File: config.mk
export PLATFORM = sky130hd
export DESIGN_NAME = oddfull_link_codec
export DESIGN_NICKNAME = d
export VERILOG_FILES = /design/src/rtl/oddfull_link_codec.sv
export SDC_FILE = /design/constraint.sdc
export NUM_CORES = 1
export LEC_CHECK = 0
export BUFFER_PORTS_ARGS = -buffer_cell sky130_fd_sc_hd__buf_2
export CELL_PAD_IN_SITES_DETAIL_PLACEMENT = 0
export CELL_PAD_IN_SITES_GLOBAL_PLACEMENT = 1
export CORE_ASPECT_RATIO = 1.4
export CORE_UTILIZATION = 42
export CTS_CLUSTER_DIAMETER = 80
export DETAILED_ROUTE_END_ITERATION = 12
export PLACE_DENSITY_LB_ADDON = 0.15
export SLEW_MARGIN = 15
export SYNTH_ARGS = -nofsm -noshare
export SYNTH_HDL_FRONTEND = slang
export SYNTH_SLANG_ARGS = --single-unit
File: constraint.sdc
create_clock -name clk -period 5.1 [get_ports clk]
set_input_delay 0.255 -clock clk [delete_from_list [all_inputs] [get_ports clk]]
set_output_delay 0.255 -clock clk [all_outputs]
set_load 0.01 [all_outputs]
File: src/rtl/oddfull_link_codec.sv
module oddfull_link_codec #(
  parameter int W = 8
) (
  input  logic         clk,
  input  logic         rst_n,
  input  logic         in_valid,
  input  logic [W-1:0] in_data,
  output logic [W-1:0] link_data,
  output logic [1:0]   link_mode,
  output logic         link_valid,
  output logic [W-1:0] dec_data
);
  localparam int NP = W - 1;
  localparam int CW = $clog2(W) + 1;
  localparam logic [CW-1:0] HALF = CW'(NP / 2);
  localparam logic [1:0] M_NONE = 2'b00;
  localparam logic [1:0] M_ODD  = 2'b01;
  localparam logic [1:0] M_FULL = 2'b10;

  function automatic logic [W-1:0] mk_odd_mask();
    logic [W-1:0] m;
    for (int i = 0; i < W; i++) m[i] = (i % 2) == 1;
    return m;
  endfunction
  localparam logic [W-1:0] ODD_MASK = mk_odd_mask();

  logic [W-1:0] chg;
  logic [NP-1:0] single_v, swap_v, hurt_v;
  logic [CW-1:0] n_single, n_swap, n_hurt;
  logic take_full, take_odd;
  logic [W-1:0] enc;
  logic [1:0] mode_nxt;

  assign chg = link_data ^ in_data;

  genvar g;
  generate
    for (g = 0; g < NP; g++) begin : g_pair
      assign single_v[g] = chg[g] ^ chg[g+1];
      assign swap_v[g]   = chg[g] & chg[g+1] & (in_data[g] ^ in_data[g+1]);
      assign hurt_v[g]   = ~chg[g] & ~chg[g+1] & (link_data[g] ^ link_data[g+1]);
    end
  endgenerate

  always_comb begin
    n_single = '0;
    n_swap   = '0;
    n_hurt   = '0;
    for (int i = 0; i < NP; i++) begin
      n_single = n_single + CW'(single_v[i]);
      n_swap   = n_swap   + CW'(swap_v[i]);
      n_hurt   = n_hurt   + CW'(hurt_v[i]);
    end
  end

  assign take_full = (n_swap > n_hurt) && (n_swap > n_single);
  assign take_odd  = !take_full && (n_single > HALF);
  assign mode_nxt  = take_full ? M_FULL : (take_odd ? M_ODD : M_NONE);
  assign enc       = take_full ? ~in_data : (take_odd ? (in_data ^ ODD_MASK) : in_data);

  always_ff @(posedge clk) begin
    if (!rst_n) begin
      link_data  <= '0;
      link_mode  <= M_NONE;
      link_valid <= 1'b0;
    end else begin
      link_valid <= in_valid;
      if (in_valid) begin
        link_data <= enc;
        link_mode <= mode_nxt;
      end
    end
  end

  always_comb begin
    case (link_mode)
      M_ODD:   dec_data = link_data ^ ODD_MASK;
      M_FULL:  dec_data = ~link_data;
      default: dec_data = link_data;
    endcase
  end
endmodule


# Word-level counts from Yosys, hierarchy flattened
# Cells that the tools add are included.
# classes
n_reduce_logical	3
order_cmp	3
muxes	5
bitwise	62
eq_ne	2
add_sub_neg	18
# ops
op	count
adder 4 x 1 -> 4 bit	9
bitwise AND 1 bit	28
bitwise XOR 1 bit	21
2-to-1 mux 8 bit	2
inverter 8 bit	2
one-hot mux 8 bit (2 select lines)	1
adder 3 x 1 -> 4 bit	3
adder 2 x 1 -> 3 bit	3
greater-than comparator 4 bit	2
inverter 1 bit	8
inverter 4 bit	2
bitwise XOR 8 bit	1
adder 1 x 1 -> 2 bit	3
greater-than comparator 4 x 2 -> 1 bit (second input constant)	1
== test 2 x 1 -> 1 bit (second input constant)	1
== test 2 bit (second input constant)	1
logical AND 1 bit	2
2-to-1 mux 2 bit	1
zero test 1 bit	1
2-to-1 mux 1 bit	1
# word_totals
output_inout_bits	19
in_bits	11
register_bits	11

# Longest topological paths before layout
# Gate-level depths: netlist of run 1.
# depth
depth_word	16
depth_mapped	18

# Worst setup path after synthesis of run 1
# Ideal clock, no wire load.
# synth_timing
path_type	register -> register
startpoint	register link_data[1]
endpoint	register link_data[1]
arrival_ps	4221
slack_ps	758
t_required_ps	4978
period_less_slack_ps	4342
path_buffers	2
stages_incl_launch_ff	18
setup_ps	122
cell_sequence	dfxtp_1 clkbuf_1 xnor2_1 inv_1 ha_1 fa_1 inv_1 fa_1 fa_1 inv_1 fa_1 inv_1 ha_1 a21oi_2 nand2_2 and3_4 buf_6 a221o_1
# synth_between
elab_chain_cells	16
# synth_lines
item	line_no	text
from (decl)	8	output logic [W-1:0] link_data,
from (signal assigned)	69	link_data <= enc;
bitwise XOR 8 bit	34	assign chg = link_data ^ in_data;
inverter 1 bit	41	assign hurt_v[g] = ~chg[g] & ~chg[g+1] & (link_data[g] ^ link_data[g+1]);
bitwise AND 1 bit (2 in series)	41	
adder 1 x 1 -> 2 bit	52	n_hurt = n_hurt + CW'(hurt_v[i]);
adder 2 x 1 -> 3 bit	52	
adder 3 x 1 -> 4 bit	52	
adder 4 x 1 -> 4 bit (3 in series)	52	
greater-than comparator 4 bit	56	assign take_full = (n_swap > n_hurt) && (n_swap > n_single);
logical AND 1 bit	56	
zero test 1 bit	57	assign take_odd = !take_full && (n_single > HALF);
logical AND 1 bit	57	
2-to-1 mux 8 bit	59	assign enc = take_full ? ~in_data : (take_odd ? (in_data ^ ODD_MASK) : in_data);
2-to-1 mux 8 bit *	59	
# Every way passes the cells marked *; elsewhere a longest branch is shown, timed or not.
# A chain may end at the register's enable or synchronous reset.

# Worst setup path after layout of run 1
# layout_timing
startpoint	register link_data[1]
endpoint	register link_data[5]
# Same word-level chain as after synthesis.

==> impl_metrics.tcl, run 1 <==
set metrics [dict create \
    drt_pre_antenna_iters 4 \
    netlist_instances 204 \
    yosysMostFrequentCell "inv_1" \
    grt_max_degree 14 \
    gp_congestion 0.881 \
    synth.area.mux_share_pct 0 \
    drc 0 \
    cts_buffers 3 \
    num_vias 1463 \
    cts_setup_buffers 0 \
    antenna_found_initial 0 \
    clock_sinks 11 \
    synth_area_per_cell_sq_um 8.35 \
    diodes 0 \
    cts_resized 0 \
    synthAdderAreaFrac_pct 26.6 \
    cp-start-kind "flop" \
    async_flop_share_pct 0 \
    finalClockSkew_ns 0.00152 \
    wl_per_cell_microns 16.3 \
    grt_usage_pct 21.5 \
    die-area_sq_mm 0.00432 \
    initial_utilization_pct 43.5 \
    final.period_utilization_pct 87.8 \
    cts_tree "done" \
    synth-xor-area-share_pct 9.77 \
    core_area_sq_mm 0.00392 \
    grt_pass1_wl_microns 7200 \
    worstPathRequired_ns 5.28 \
    synth-compound-area-share_pct 16.4 \
    cp.arrival_ns 4.66 \
    first_global_vias 1436 \
    min_path_type "input pin to flop" \
    die_x_microns 55.8 \
    finalHoldViolCount 0 \
    clkTransAtPathRegs_ns 0.05 \
    clock_latency_ns 0.23 \
    drt-initial-drc-count 35 \
    yosys_warnings 0 \
    synth-seq-cells 11 \
    cts-root-buf "clkbuf_8" \
    fmax_ghz 0.223 \
    yosysSeqAreaShare_pct 12.9 \
    finalWorstSetupSlack_ns 0.620 \
    synth_nets 244 \
    numPortBuffers 29 \
    synth_area_leaders "fa_1 14%, dfxtp_1 13%, ha_1 12%, xor2_1 8.7%, inv_1 5.7%" \
    cts_hold_buf 0 \
    std_cell_rows 27 \
    synth-edff-count 0 \
    finalCriticalPeriod_ns 4.48 \
    ios 30 \
    grt_setup_unrepaired "false" \
    synth_top_area_share_pct 14.1 \
    critPathKind "flop to flop" \
    nets 262 \
    cts_buffer_depth 2 \
    hpwl_microns 3520 \
    synthTopCellsByCount "26 x inv_1, 17 x ha_1, 17 x nor2_1, 17 x xor2_1" \
    outcome "complete, no violations" \
    viasPerCell 5.54 \
    htree_levels 1 \
    setup_tns_ns 0 \
    fillerInstances 414 \
    setup_viol 0 \
    synth_top_area_cell "fa_1" \
    slew_viol_final 0 \
    postRouteWirelength_microns 4310 \
    yosys.area_share.simple_pct 22.6 \
    area_delta_synth_final_pct 8.52 \
    cp_max_fo 10 \
    yosysUniqueCellTypes 39 \
    yosys_most_used_dff "dfxtp_1" \
    place_ws_ns 0.587 \
    synth_area_sq_mm 0.00170 \
    max-slew-margin-rel_pct 69.7 \
    synth_top_family_by_area "adder cells" \
    cp-end-kind "flop" \
    drtAntennaViolNets 0 \
    grt-ovfl-total 0 \
    tightestPinTransition_ns 0.454 \
    drive_gt1_share_pct 19.5 \
    max_cap_viol_count 0 \
    dieHeight_microns 77.3 \
]
## worst paths after layout
path,end,cells after the start,start,slack [ns]
worst min-delay path,link_data[7],2,in_data[7],0.35
worst min register to register,link_mode[0],2,link_mode[0],0.55
worst max-delay path,link_data[5],15,link_data[1],0.62
worst max register to register,link_data[5],15,link_data[1],0.62
## registers in the layout (all words and copies together) (netlist names)
signal / cells
link_data: 8
link_mode: 2
link_valid: 1
## through the flow
step / cells / util (%) / area, sq um / hold WS [ns]
after CTS: 264 / 47.2 / 1850 / 0.343
after global placement: 260 / 46.0 / 1800 / 0.528
after global routing: 264 / 47.2 / 1850 / 0.349
final: 264 / 47.2 / 1850 / 0.348
after floorplan: 204 / - / 1700 / 0.394
after detailed placement: 260 / 46.0 / 1800 / 0.545
## cell families (layout without fill, tap and decap cells)
group / count (synthesis) / in the layout
and+or+nand+nor: 67 / 67
buffers and inverters: 43 / 60
AOI/OAI and AO/OA: 35 / 35
adders and majority gates: 29 / 29
xor gates and xnor gates: 19 / 19
DFF: 11 / 11
## placed cells by master, fill, tap and decap left out, drive strengths merged
cell / synthesis / final
nand2: 14 / 14
o21bai: 1 / 1
a311oi: 1 / 1
or2b: 2 / 2
a21boi: 4 / 4
o21ai: 6 / 6
a2bb2oi: 1 / 1
fa: 12 / 12
dfxtp: 11 / 11
a22o: 1 / 1
nand3b: 6 / 6
o31ai: 3 / 3
a21oi: 6 / 6
nand3: 3 / 3
clkbuf: 8 / 4
xor2: 17 / 17
ha: 17 / 17
inv: 27 / 27
a31oi: 1 / 1
xnor2: 2 / 2
nor2b: 2 / 2
buf: 8 / 29
a32oi: 3 / 3
nor4bb: 4 / 4
nor2: 17 / 17
o211ai: 4 / 4
nand4bb: 1 / 1
nand2b: 2 / 2
a221o: 4 / 4
and3: 2 / 2
and2: 10 / 10
nand4: 4 / 4
## final cells by class
cell class,instances,area (sq um),share of cell area [%]
Timing Repair Buffer,29,145,7.85
Tap cell,43,53.8,2.91
Sequential cell,11,220,11.9
Clock buffer,4,45.0,2.44
Inverter,27,101,5.48
Multi-Input combinational cell,150,1280,69.4
## worst max-delay path, stage by stage (launching register included)
cell and delay (ns):
dfxtp_1 0.54, xnor2_1 0.20, inv_1 0.07, ha_1 0.34, fa_1 0.51, inv_1 0.06, fa_1 0.52, fa_1 0.42
inv_1 0.07, fa_1 0.33, inv_1 0.08, ha_1 0.35, a21oi_2 0.20, nand2_2 0.13, a311oi_2 0.39, a221o_1 0.21
## metal layers
metal | track usage, % | share of wire (%) | vias up
li1 | - | - | 709
met3 | 2.00 | 2.6 | 12
met2 | 39.6 | 54 | 39
met4 | 9.76 | 3.5 | 0
met5 | 0 | 0 | -
met1 | 24.7 | 40 | 703
Power of run 1 is not shown: default switching activity piles up to over one toggle a cycle in this logic, so the estimate is an artifact.
==> inputs of run 2 (changes only) <==
- REMOVE_ABC_BUFFERS: not set -> 1
==> run 2 against run 1 <==
- register-to-register slack improved by 0.03 ns
- first-iteration DRC count decreased by 17%
- core utilization unchanged
- critical path depth unchanged
- critical endpoint unchanged
- largest cell class unchanged
==> impl_metrics.tcl, run 2 (synthesis gave the netlist of run 1 again) <==
set metrics [dict create \
    outcome "complete, no violations" \
    finalClockSkew_ns 0.00109 \
    tightestPinTransition_ns 0.420 \
    largest_reg_flops 8 \
    area_delta_synth_final_pct 8.52 \
    core_area_sq_mm 0.00392 \
    slew_viol_final 0 \
    first_global_vias 1367 \
    cts_hold_buf 0 \
    grt_max_degree 14 \
    cts_buffers 3 \
    cp.arrival_ns 4.63 \
    postRouteWirelength_microns 4160 \
    die-area_sq_mm 0.00432 \
    grt_setup_unrepaired "false" \
    diodes 0 \
    min_path_type "input pin to flop" \
    drt-initial-drc-count 29 \
    drt_pre_antenna_iters 4 \
    cts_buffer_depth 2 \
    finalCriticalPeriod_ns 4.45 \
    clkTransAtPathRegs_ns 0.05 \
    holdWs_ns 0.329 \
    numPortBuffers 29 \
    grt_pass1_wl_microns 6720 \
    max_stage_delay_ns 0.52 \
    gp_congestion 0.891 \
    post-route-util_pct 47.2 \
    worstPathRequired_ns 5.28 \
    fillerInstances 428 \
    grt-ovfl-total 0 \
    num_vias 1389 \
    drc 0 \
    final_common_cell "buf_2" \
    path_cells "xnor2_1 -> inv_1 -> ha_1 -> fa_1 -> inv_1 -> fa_1 -> fa_1 -> inv_1 -> fa_1 -> inv_1 -> ha_1 -> a21oi_2 -> nand2_2 -> a311oi_2 -> a221o_1" \
    final.period_utilization_pct 87.2 \
    max-slew-margin-rel_pct 72.0 \
    max_cap_viol_count 0 \
    nets 262 \
    cp-end-kind "flop" \
    cts_setup_buffers 0 \
    critical_path_buf_inv_count 4 \
    grt_usage_pct 19.9 \
    top_regs "link_data: 8 flops, link_mode: 2 flops, link_valid: 1 flops" \
    hpwl_microns 3530 \
    setup_tns_ns 0 \
    placedInstanceArea_sq_mm 0.00180 \
    wl_per_cell_microns 15.8 \
    setup_viol 0 \
    cp-start-kind "flop" \
    initial_utilization_pct 43.5 \
    cts-root-buf "clkbuf_8" \
    dieHeight_microns 77.3 \
    cts_resized 0 \
    cp_max_fo 10 \
    htree_levels 1 \
    clock_latency_ns 0.23 \
    finalHoldViolCount 0 \
    critPathKind "flop to flop" \
    fmax_ghz 0.225 \
    cts_tree "done" \
    antenna_found_initial 0 \
    ios 30 \
    std_cell_rows 27 \
    viasPerCell 5.26 \
    crit_slowest_cell "fa_1" \
    drtAntennaViolNets 0 \
    drive_gt1_share_pct 19.5 \
    clock_sinks 11 \
    layout_common_cells "29 x buf_2, 26 x inv_1, 17 x nor2_1, 17 x xor2_1, 17 x ha_1" \
    largest_register "link_data" \
    critical_path.top_delay_family "adder cells" \
    fin_area_sq_mm 0.00185 \
    die_x_microns 55.8 \
]
==> run 2: cell counts in the layout (fill, tap and decap cells not counted) <==
Identical to the previous run, type by type.
==> run 2: cell type report <==
class                   instances  area, sq um  area share, %
flip-flops and latches         11          220           11.9
repair buffers                 29          145           7.85
multi-input cells             150         1280           69.4
clock buffers                   4         45.0           2.44
inverters                      27          101           5.48
well taps                      43         53.8           2.91
==> run 2: path summary, 6_finish.rpt <==
| check | startpoint | to | slack [ns] | depth (start not counted) |
|---|---|---|---|---|
| worst max-delay path | link_data[1] | link_data[5] | 0.65 | 15 |
| worst min-delay path | in_data[7] | link_data[7] | 0.33 | 2 |
| worst max register to register | link_data[1] | link_data[5] | 0.65 | 15 |
| worst min register to register | link_mode[0] | link_mode[0] | 0.56 | 2 |
==> run 2: per-stage QoR <==
step,worst slack (ns),cells
finish,0.652,264
global route,0.377,264
detailed placement,0.641,260
global placement,0.715,260
CTS,0.612,264
floorplan,0.976,188
==> run 2: layer usage <==
metal  vias up  GRT usage, %  wire [microns]
li1        711             -               -
met1       652          22.3            1680
met2        23          40.5            2380
met3         3          1.33              81
met4         0          3.66              23
met5         -             0               0
Power of run 2 is left out for the same reason.
